File: config.mk
export PLATFORM = sky130hd
export DESIGN_NAME = vfc_compare
export DESIGN_NICKNAME = d
export VERILOG_FILES = /design/src/rtl/vfc_pkg.sv /design/src/rtl/vfc_dcmp.sv /design/src/rtl/vfc_ctrl.sv /design/src/rtl/vfc_cc.sv /design/src/rtl/vfc_compare.sv
export SDC_FILE = /design/constraint.sdc
export NUM_CORES = 1
export LEC_CHECK = 0
export ABC_AREA = 1
export BUFFER_PORTS_ARGS = -buffer_cell sky130_fd_sc_hd__clkbuf_2
export CORE_ASPECT_RATIO = 1.2
export CORE_MARGIN = 2
export CORE_UTILIZATION = 57
export CTS_CLUSTER_DIAMETER = 120
export DETAILED_ROUTE_END_ITERATION = 16
export GPL_TIMING_DRIVEN = 1
export PLACE_DENSITY = 0.95
export SYNTH_ARGS = -nofsm -noshare
export SYNTH_HDL_FRONTEND = slang
export SYNTH_SLANG_ARGS = --single-unit
File: constraint.sdc
create_clock -name clk -period 32 [get_ports clk]
set_input_delay 4.8 -clock clk [delete_from_list [all_inputs] [get_ports clk]]
set_output_delay 4.8 -clock clk [all_outputs]
set_load 0.005 [all_outputs]
File: src/rtl/vfc_pkg.sv
package vfc_pkg;
  localparam int DW = 64;
  localparam int EW = 11;
  localparam int FW = 52;

  typedef enum logic [1:0] {
    PRED_EQ = 2'd0,
    PRED_GT = 2'd1,
    PRED_GE = 2'd2
  } pred_e;

  typedef struct packed {
    logic lt;
    logic eq;
    logic unord;
    logic inv;
  } cmp_res_t;
endpackage

File: src/rtl/vfc_dcmp.sv
module vfc_dcmp
  import vfc_pkg::*;
(
  input  logic [DW-1:0] x,
  input  logic [DW-1:0] y,
  input  logic          signaling,
  output cmp_res_t      res
);
  logic x_nan, y_nan, x_snan, y_snan, both_zero, mag_lt, mag_gt, lt_raw;

  assign x_nan     = (&x[DW-2:FW]) && (|x[FW-1:0]);
  assign y_nan     = (&y[DW-2:FW]) && (|y[FW-1:0]);
  assign x_snan    = x_nan && !x[FW-1];
  assign y_snan    = y_nan && !y[FW-1];
  assign both_zero = ~|x[DW-2:0] && ~|y[DW-2:0];
  assign mag_lt    = x[DW-2:0] < y[DW-2:0];
  assign mag_gt    = x[DW-2:0] > y[DW-2:0];

  always_comb begin
    if (both_zero)               lt_raw = 1'b0;
    else if (x[DW-1] != y[DW-1]) lt_raw = x[DW-1];
    else if (x[DW-1])            lt_raw = mag_gt;
    else                         lt_raw = mag_lt;
  end

  always_comb begin
    res.unord = x_nan || y_nan;
    res.eq    = !res.unord && ((x == y) || both_zero);
    res.lt    = !res.unord && lt_raw;
    res.inv   = signaling ? res.unord : (x_snan || y_snan);
  end
endmodule

File: src/rtl/vfc_ctrl.sv
module vfc_ctrl #(
  parameter int LANES = 2,
  parameter int LIW   = 1
) (
  input  logic           clk,
  input  logic           rst_n,
  input  logic           start,
  input  logic           one_lane,
  input  logic           trap,
  output logic           busy,
  output logic [LIW-1:0] lane,
  output logic           finish
);
  logic           busy_q, busy_d;
  logic [LIW-1:0] lane_q, lane_d;
  logic           last;

  assign last   = one_lane || (lane_q == LIW'(LANES - 1));
  assign finish = busy_q && (trap || last);
  assign busy   = busy_q;
  assign lane   = lane_q;

  always_comb begin
    busy_d = busy_q;
    lane_d = lane_q;
    if (start) begin
      busy_d = 1'b1;
      lane_d = '0;
    end else if (finish) begin
      busy_d = 1'b0;
    end else if (busy_q) begin
      lane_d = lane_q + 1'b1;
    end
  end

  always_ff @(posedge clk or negedge rst_n) begin
    if (!rst_n) begin
      busy_q <= 1'b0;
      lane_q <= '0;
    end else begin
      busy_q <= busy_d;
      lane_q <= lane_d;
    end
  end
endmodule

File: src/rtl/vfc_cc.sv
module vfc_cc #(
  parameter int LANES = 2,
  parameter int CW    = 2
) (
  input  logic [CW-1:0] match_cnt,
  input  logic          single,
  output logic [1:0]    cc
);
  always_comb begin
    if (match_cnt == '0)                            cc = 2'd3;
    else if (single || (match_cnt == CW'(LANES)))   cc = 2'd0;
    else                                            cc = 2'd1;
  end
endmodule

File: src/rtl/vfc_compare.sv
module vfc_compare
  import vfc_pkg::*;
#(
  parameter int LANES = 2,
  parameter int LIW   = (LANES > 1) ? $clog2(LANES) : 1
) (
  input  logic                clk,
  input  logic                rst_n,
  input  logic                req_valid,
  output logic                req_ready,
  input  logic                req_scalar,
  input  logic [1:0]          req_pred,
  input  logic                req_single,
  input  logic                req_signaling,
  input  logic [LANES*64-1:0] req_a,
  input  logic [LANES*64-1:0] req_b,
  output logic                exc_valid,
  output logic [LIW-1:0]      exc_lane,
  output logic                exc_invalid,
  input  logic                exc_trap,
  output logic                res_valid,
  output logic [LANES*64-1:0] res_mask,
  output logic [1:0]          res_cc,
  output logic                res_invalid,
  output logic                res_trapped
);
  localparam int VW = LANES * DW;
  localparam int CW = $clog2(LANES + 1);

  logic [VW-1:0]  a_q, b_q, mask_q, mask_d;
  logic           scalar_q, single_q, signal_q;
  logic [1:0]     pred_q;
  logic [CW-1:0]  cnt_q, cnt_d;
  logic           inv_q, inv_d, done_q, trapped_q;
  logic [1:0]     cc_q, vec_cc, scl_cc;
  logic           busy, finish, accept, pred_hit, lane_match;
  logic [LIW-1:0] lane;
  logic [DW-1:0]  cur_a, cur_b;
  cmp_res_t       cmp;

  assign accept = req_valid && !busy;

  vfc_ctrl #(.LANES(LANES), .LIW(LIW)) i_ctrl (
    .clk      (clk),
    .rst_n    (rst_n),
    .start    (accept),
    .one_lane (scalar_q || single_q),
    .trap     (exc_trap),
    .busy     (busy),
    .lane     (lane),
    .finish   (finish)
  );

  assign cur_a = a_q[lane*DW +: DW];
  assign cur_b = b_q[lane*DW +: DW];

  // operands swapped: x = b, y = a, so cmp.lt means a > b
  vfc_dcmp i_dcmp (
    .x         (cur_b),
    .y         (cur_a),
    .signaling (scalar_q && signal_q),
    .res       (cmp)
  );

  always_comb begin
    case (pred_e'(pred_q))
      PRED_GT: pred_hit = cmp.lt;
      PRED_GE: pred_hit = cmp.lt || cmp.eq;
      default: pred_hit = cmp.eq;
    endcase
  end

  assign lane_match = !scalar_q && pred_hit;

  always_comb begin
    if (cmp.unord)   scl_cc = 2'd3;
    else if (cmp.eq) scl_cc = 2'd0;
    else if (cmp.lt) scl_cc = 2'd2;
    else             scl_cc = 2'd1;
  end

  assign cnt_d = cnt_q + CW'(lane_match);
  assign inv_d = inv_q || cmp.inv;

  vfc_cc #(.LANES(LANES), .CW(CW)) i_cc (
    .match_cnt (cnt_d),
    .single    (single_q),
    .cc        (vec_cc)
  );

  for (genvar gi = 0; gi < LANES; gi++) begin : g_lane
    assign mask_d[gi*DW +: DW] =
      accept                                             ? '0 :
      (busy && (lane == LIW'(gi)) && lane_match)         ? {DW{1'b1}} :
                                                           mask_q[gi*DW +: DW];
  end

  always_ff @(posedge clk) begin
    if (accept) begin
      a_q      <= req_a;
      b_q      <= req_b;
      scalar_q <= req_scalar;
      single_q <= req_single;
      signal_q <= req_signaling;
      pred_q   <= req_pred;
    end
  end

  always_ff @(posedge clk or negedge rst_n) begin
    if (!rst_n) begin
      mask_q    <= '0;
      cnt_q     <= '0;
      inv_q     <= 1'b0;
      done_q    <= 1'b0;
      cc_q      <= 2'd0;
      trapped_q <= 1'b0;
    end else begin
      mask_q <= mask_d;
      done_q <= finish;
      if (accept) begin
        cnt_q <= '0;
        inv_q <= 1'b0;
      end else if (busy) begin
        cnt_q <= cnt_d;
        inv_q <= inv_d;
      end
      if (finish) begin
        cc_q      <= scalar_q ? scl_cc : vec_cc;
        trapped_q <= exc_trap;
      end
    end
  end

  assign req_ready   = !busy;
  assign exc_valid   = busy;
  assign exc_lane    = lane;
  assign exc_invalid = busy && cmp.inv;
  assign res_valid   = done_q;
  assign res_mask    = mask_q;
  assign res_cc      = cc_q;
  assign res_invalid = inv_q;
  assign res_trapped = trapped_q;
endmodule

==> Word level (Yosys, flattened, before mapping) <==
Index checks and enable logic that the tools add are counted.
{ "totals": {"register_bits": 398, "inputBits": 265, "output_inout_bits": 137, "elab_cells": 96} }
{ "op_classes": {"addsub": 2, "n_lt_le_gt_ge": 2, "n_eq_ne": 6, "shift": 2, "n_mux": 24, "bitwise": 1, "reduce_logical": 44} }
{ "ops": {"columns": ["cell", "count"], "rows": [
  ["64-bit two-way mux", 4],
  ["128-bit by 8-bit variable part select with 64-bit output", 2],
  ["63-bit OR reduction", 2],
  ["52-bit OR reduction", 2],
  ["64-bit == test", 1],
  ["63-bit greater-than comparator", 1],
  ["63-bit less-than comparator", 1],
  ["11-bit AND reduction", 2],
  ["1-bit logical AND", 16],
  ["2-bit two-way mux", 7],
  ["1-bit two-way mux", 12],
  ["1-bit logical OR", 9],
  ["2-bit nonzero test", 4],
  ["1-bit zero test", 7],
  ["2-bit == test, second input constant", 2],
  ["2-bit by 1-bit adder with 2-bit output", 1],
  ["2-bit by 1-bit == test with 1-bit output, second input constant", 1],
  ["2-bit zero test", 1],
  ["2-bit by 1-bit inequality test with 1-bit output, second input constant", 1],
  ["1-bit case mux with 2 select lines", 1],
  ["2-bit AND reduction", 1],
  ["1-bit adder, second input constant", 1],
  ["1-bit inequality test", 1],
  ["1-bit inverter", 1]
]} }

==> Longest topological paths before layout <==
{ "depth": {"word_depth": 15, "ltp_mapped": 28, "mapped_depth_nobuf": 25} }

==> Modules after synthesis <==
A second synthesis with hierarchy kept.
{ "hier_totals": {"hier_cells": 1068, "area_unflattened_um2": 13471.7} }
{ "by_module_without_submodules": {"columns": ["module", "instances", "cells_per_inst", "area_each_um2", "seq_area_each_um2"], "rows": [
  ["vfc_compare", 1, 594, 10846.7, 8062.7],
  ["vfc_dcmp", 1, 457, 2496.1, 0.0],
  ["vfc_ctrl", 1, 10, 97.6, 50.0],
  ["vfc_cc", 1, 7, 31.3, 0.0]
]} }

==> Worst setup path before layout <==
No wires, ideal clock.
{ "synth_timing": {"path_type": "input-to-reg", "start": "input port req_valid", "end": "register inv_q, in the netlist res_invalid", "setup_time_ns": 0.127, "arrival_time_ns": 16.962, "t_required_ns": 31.873, "path_slack_ns": 14.911, "path_stages": 5, "n_path_buf": 0, "path_cell_list": "inv_1 > nor2_1 > inv_1 > nand2_1 > nand2_1"} }
{ "synth_via": {"elab_chain_len": 2, "elab_cells_between_ends": 3, "cone_classes": "1 x mux; 2 x reduce/logical"} }
{ "synth_rtl": {"columns": ["item", "line_no", "rtl"], "rows": [
  ["start, declared", "vfc_compare.sv:9", "input logic req_valid,"],
  ["1-bit logical AND *", "vfc_compare.sv:41", "assign accept = req_valid && !busy;"],
  ["net accept", "vfc_compare.sv:36", "logic busy, finish, accept, pred_hit, lane_match;"],
  ["1-bit two-way mux or 2-bit nonzero test (tied branches)", null, null],
  ["end signal, assigned", "vfc_compare.sv:125", "inv_q <= inv_d;"],
  ["end, declared", "vfc_compare.sv:34", "logic inv_q, inv_d, done_q, trapped_q;"]
]} }
The timed path passes the listed nets; every way through them passes the cells marked *.
A chain may end at the register's enable or synchronous reset.

==> Final worst setup path <==
{ "layout_timing": {"start": "register i_ctrl.lane_q, in the netlist i_ctrl.lane", "end": "output port exc_invalid"} }
{ "layout_via": {"elab_chain_len": 7, "elab_cells_between_ends": 16, "cone_classes": "2 x shift; 1 x mux; 13 x reduce/logical"} }
{ "layout_rtl": {"columns": ["item", "line_no", "rtl"], "rows": [
  ["start, declared", "vfc_ctrl.sv:15", "logic [LIW-1:0] lane_q, lane_d;"],
  ["start signal, assigned", "vfc_ctrl.sv:42", "lane_q <= lane_d;"],
  ["128-bit by 8-bit variable part select with 64-bit output (on tied branches)", "vfc_compare.sv:55, vfc_compare.sv:54", null],
  ["52-bit OR reduction, or another cell as far along", "vfc_dcmp.sv:11", "assign x_nan = (&x[DW-2:FW]) && (|x[FW-1:0]);"],
  ["1-bit logical AND (on tied branches)", "vfc_dcmp.sv:11, vfc_dcmp.sv:12", null],
  ["1-bit logical AND (on tied branches)", "vfc_dcmp.sv:13, vfc_dcmp.sv:14", null],
  ["1-bit logical OR", "vfc_dcmp.sv:30", "res.inv = signaling ? res.unord : (x_snan || y_snan);"],
  ["1-bit two-way mux *", "vfc_dcmp.sv:30", null],
  ["1-bit logical AND *", "vfc_compare.sv:137", "assign exc_invalid = busy && cmp.inv;"],
  ["end, declared", "vfc_compare.sv:19", "output logic exc_invalid,"]
]} }
Mark *: on every way between the ends. The rest lies on a longest branch, timed or not.

==> metrics.txt <==
fillcell total 1808; cts bufs inserted 27; mux cell area share after synthesis 0%; largest family of logic cells by synthesized area simple AND/OR/NAND/NOR gates; slowest stage cell on the critical path buf_4; unrepaired setup endpoints after global routing false; Worst R2R Start i_ctrl.lane; Slew Limit Headroom 23.7%; number of flops mapped to enable cells by yosys 261; crit-path most repeated cell nand2_1; pin count of the biggest net entering global routing 113; syn nets 1926; worst hold start cnt_q[0]; CTS tree yes; vias per std cell 5.07; hold depth 2; CP Launch Type register; final instance area 16600 um^2; leakage power figure 8.45 nW; post-synthesis compound-gate area fraction 2.80%; Critical Path AT 4.25 ns; CP Capture Type output pin; Synth Area in XOR/XNOR 0.121%; Synth top area share 54.2%; Starting DRT DRC Count 848; synthesized area 14500 um^2; chip width 149 um; worst hold path endpoint cnt_q[0]; post_cts resized 0; initial antenna violation count 0; Async S/R FF share, synth 4.04%; WL final 36.9 mm; final setup fails 0; worst path required time 27.20 ns; post-place setup slack 23.67 ns; status completed; yosys warns 0; hold-fix buffers at CTS 0; CP Max Fanout 84; clk root buf clkbuf_16; Worst VDD drop 53.4 uV; DRC Markers 0; Area after DPL 15700 um^2; crit path cell chain inv_4, buf_4, nand2_1, nand2_1, inv_1, nor2_1, nand2_1, nor2_1, nand2_1, nor2_1, nand2_1, nand2_1, nand2_1, inv_2, nand3_1, nand3_1, inv_1, clkbuf_2; top cells by area, synth edfxtp_1 54%, nand2_1 16%, buf_4 7.0%; drt first pass iters 5; GPL Wtd Cong 0.932; Vias 11200; CP max stage delay 0.77 ns; wire length per cell 16.7 um; post-synthesis simple-gate area fraction 20.1%; die extent in y 178 um; Synth Register Bits 272; Fin. Hold Viols 0; post-synthesis cell count 1595; clk_skew 0.0342 ns; vias in the first global route 11000; clk buf depth 3; die area 26700 um^2; Primary FF master, synth edfxtp_1; most common library cells after synthesis 599 x nand2_1, 262 x inv_1, 261 x edfxtp_1; Synth area leader edfxtp_1; Adder-Cell Fraction of Synth Area 5.71%; Routed Antenna Nets 0; Final period util 28.3%; CORE AREA 24800 um^2; I/O pin total 402; starting density of the core 58.2%; post-CTS setup buffer count 0; Hold WC Path Type reg -> reg; global-route wire length before repair 54.7 mm; P per Cell Area 83.2 nW/um^2; gr ovfl total 0; final cell count without fillers 2215; total negative slack 0 ns; layout cells sized above 1 23.8%; Placed Instances 2166; final worst slack 22.95 ns; gr usage total 27.2%; count of max-cap constraint violations 0; count leader, synth nand2_1; Yosys cell types 32; PortBufs 401; DP HPWL 27.5 mm; Finished Core Util 66.7%; Slew Viols, Final 0; Slew @ Worst Pin 1.14 ns; reg2reg end res_cc[0]; fmax 111 MHz; Layout Nets 2201; post-synthesis sequential area ratio 56.1%; critical path class reg -> out; row count 63; synthesis-to-finish area growth 14.6%; worst path buffer plus inverter count 6; H-Tree Depth 1; worst skew pair latency 0.57 ns; slack of the worst reg-to-reg path 26.74 ns; Mapped Avg Cell Area 9.07 um^2; CTS Sinks 272; diode count 0; Worst-path clk slew 0.06 ns; worst reg2reg path depth 20; family with the most delay on the worst path buffers and inverters; Final Power 1.38 mW; Hold WS 0.501 ns; minimum clock period 9.05 ns
[power by group]
part | total [mW] | switching, mW | internal, mW
combinational | 0.552 | 0.367 | 0.186
clock | 0.306 | 0.134 | 0.172
sequential | 0.520 | 0.0451 | 0.475
total | 1.38 | 0.546 | 0.833
[cells by family (layout without fill, tap and decap cells)]
| logic type | Yosys count | after routing |
|---|---|---|
| AND/OR/NAND/NOR | 755 | 755 |
| AO/OA/AOI/OAI | 76 | 76 |
| XOR/XNOR | 2 | 2 |
| adder cells (fa/ha/maj) | 66 | 66 |
| buffers and inverters | 424 | 719 |
| flip-flops | 272 | 272 |
[flip-flops by register name, summed over array words and instances (netlist names), 2 cells and up]
signal,cells
a_q,128
res_mask,2
cnt_q,2
b_q,128
res_cc,2
pred_q,2
[per-layer routing]
metal  share of wire, %  vias to the layer above  track usage [%]
met5                  0                        -                0
met4                5.6                        0             14.5
met3                8.9                      124             4.73
met2                 52                      654             50.6
met1                 34                     5041             29.2
li1                   -                     5405                -
[tightest hold or removal path, delay by kind of cell (launching register included)]
family	cells	cell delay [ns]
flops	1	0.35
simple gates	1	0.06
compound gates	1	0.06
[worst max-delay path by stage]
stage | start | endpoint | slack [ns] | cells past startpoint
final | i_ctrl.lane | exc_invalid | 22.95 | 18
after detailed placement | i_ctrl.lane | exc_invalid | 23.67 | 16
after global placement | i_ctrl.lane | exc_invalid | 23.72 | 18
after floorplan | req_valid | res_invalid | 14.91 | 5
after CTS | i_ctrl.lane | exc_invalid | 23.05 | 18
after global routing | i_ctrl.lane | exc_invalid | 22.72 | 18
[layout make-up]
class / instances / area, um^2 / area share, %
clock inverter: 14 / 136 / 0.823
multi-input combinational: 899 / 4170 / 25.1
timing repair buffer: 406 / 2040 / 12.3
sequential: 272 / 8120 / 49.0
inverter: 264 / 993 / 5.99
tap: 325 / 407 / 2.45
clock buffer: 35 / 706 / 4.26
[placed cells by master, fill, tap and decap left out, types with 2 or more instances in the layout]
cell and count:
clkinv_2 2, nor3_1 7, clkbuf_2 401, clkbuf_16 27, a21oi_1 28, a21o_1 3, buf_4 5, o21a_1 2
clkbuf_1 8, edfxtp_1 261, ha_1 66, nand3_1 20, inv_1 262, clkinv_1 6, o21ai_1 6, dfrtp_2 2
clkinvlp_4 2, nand4_1 9, nor2_1 113, nand2_1 599, o21ai_0 32, or2_2 2, bufinv_16 2, dfrtp_1 8
Note: power is estimated with default switching activity, not from simulation.
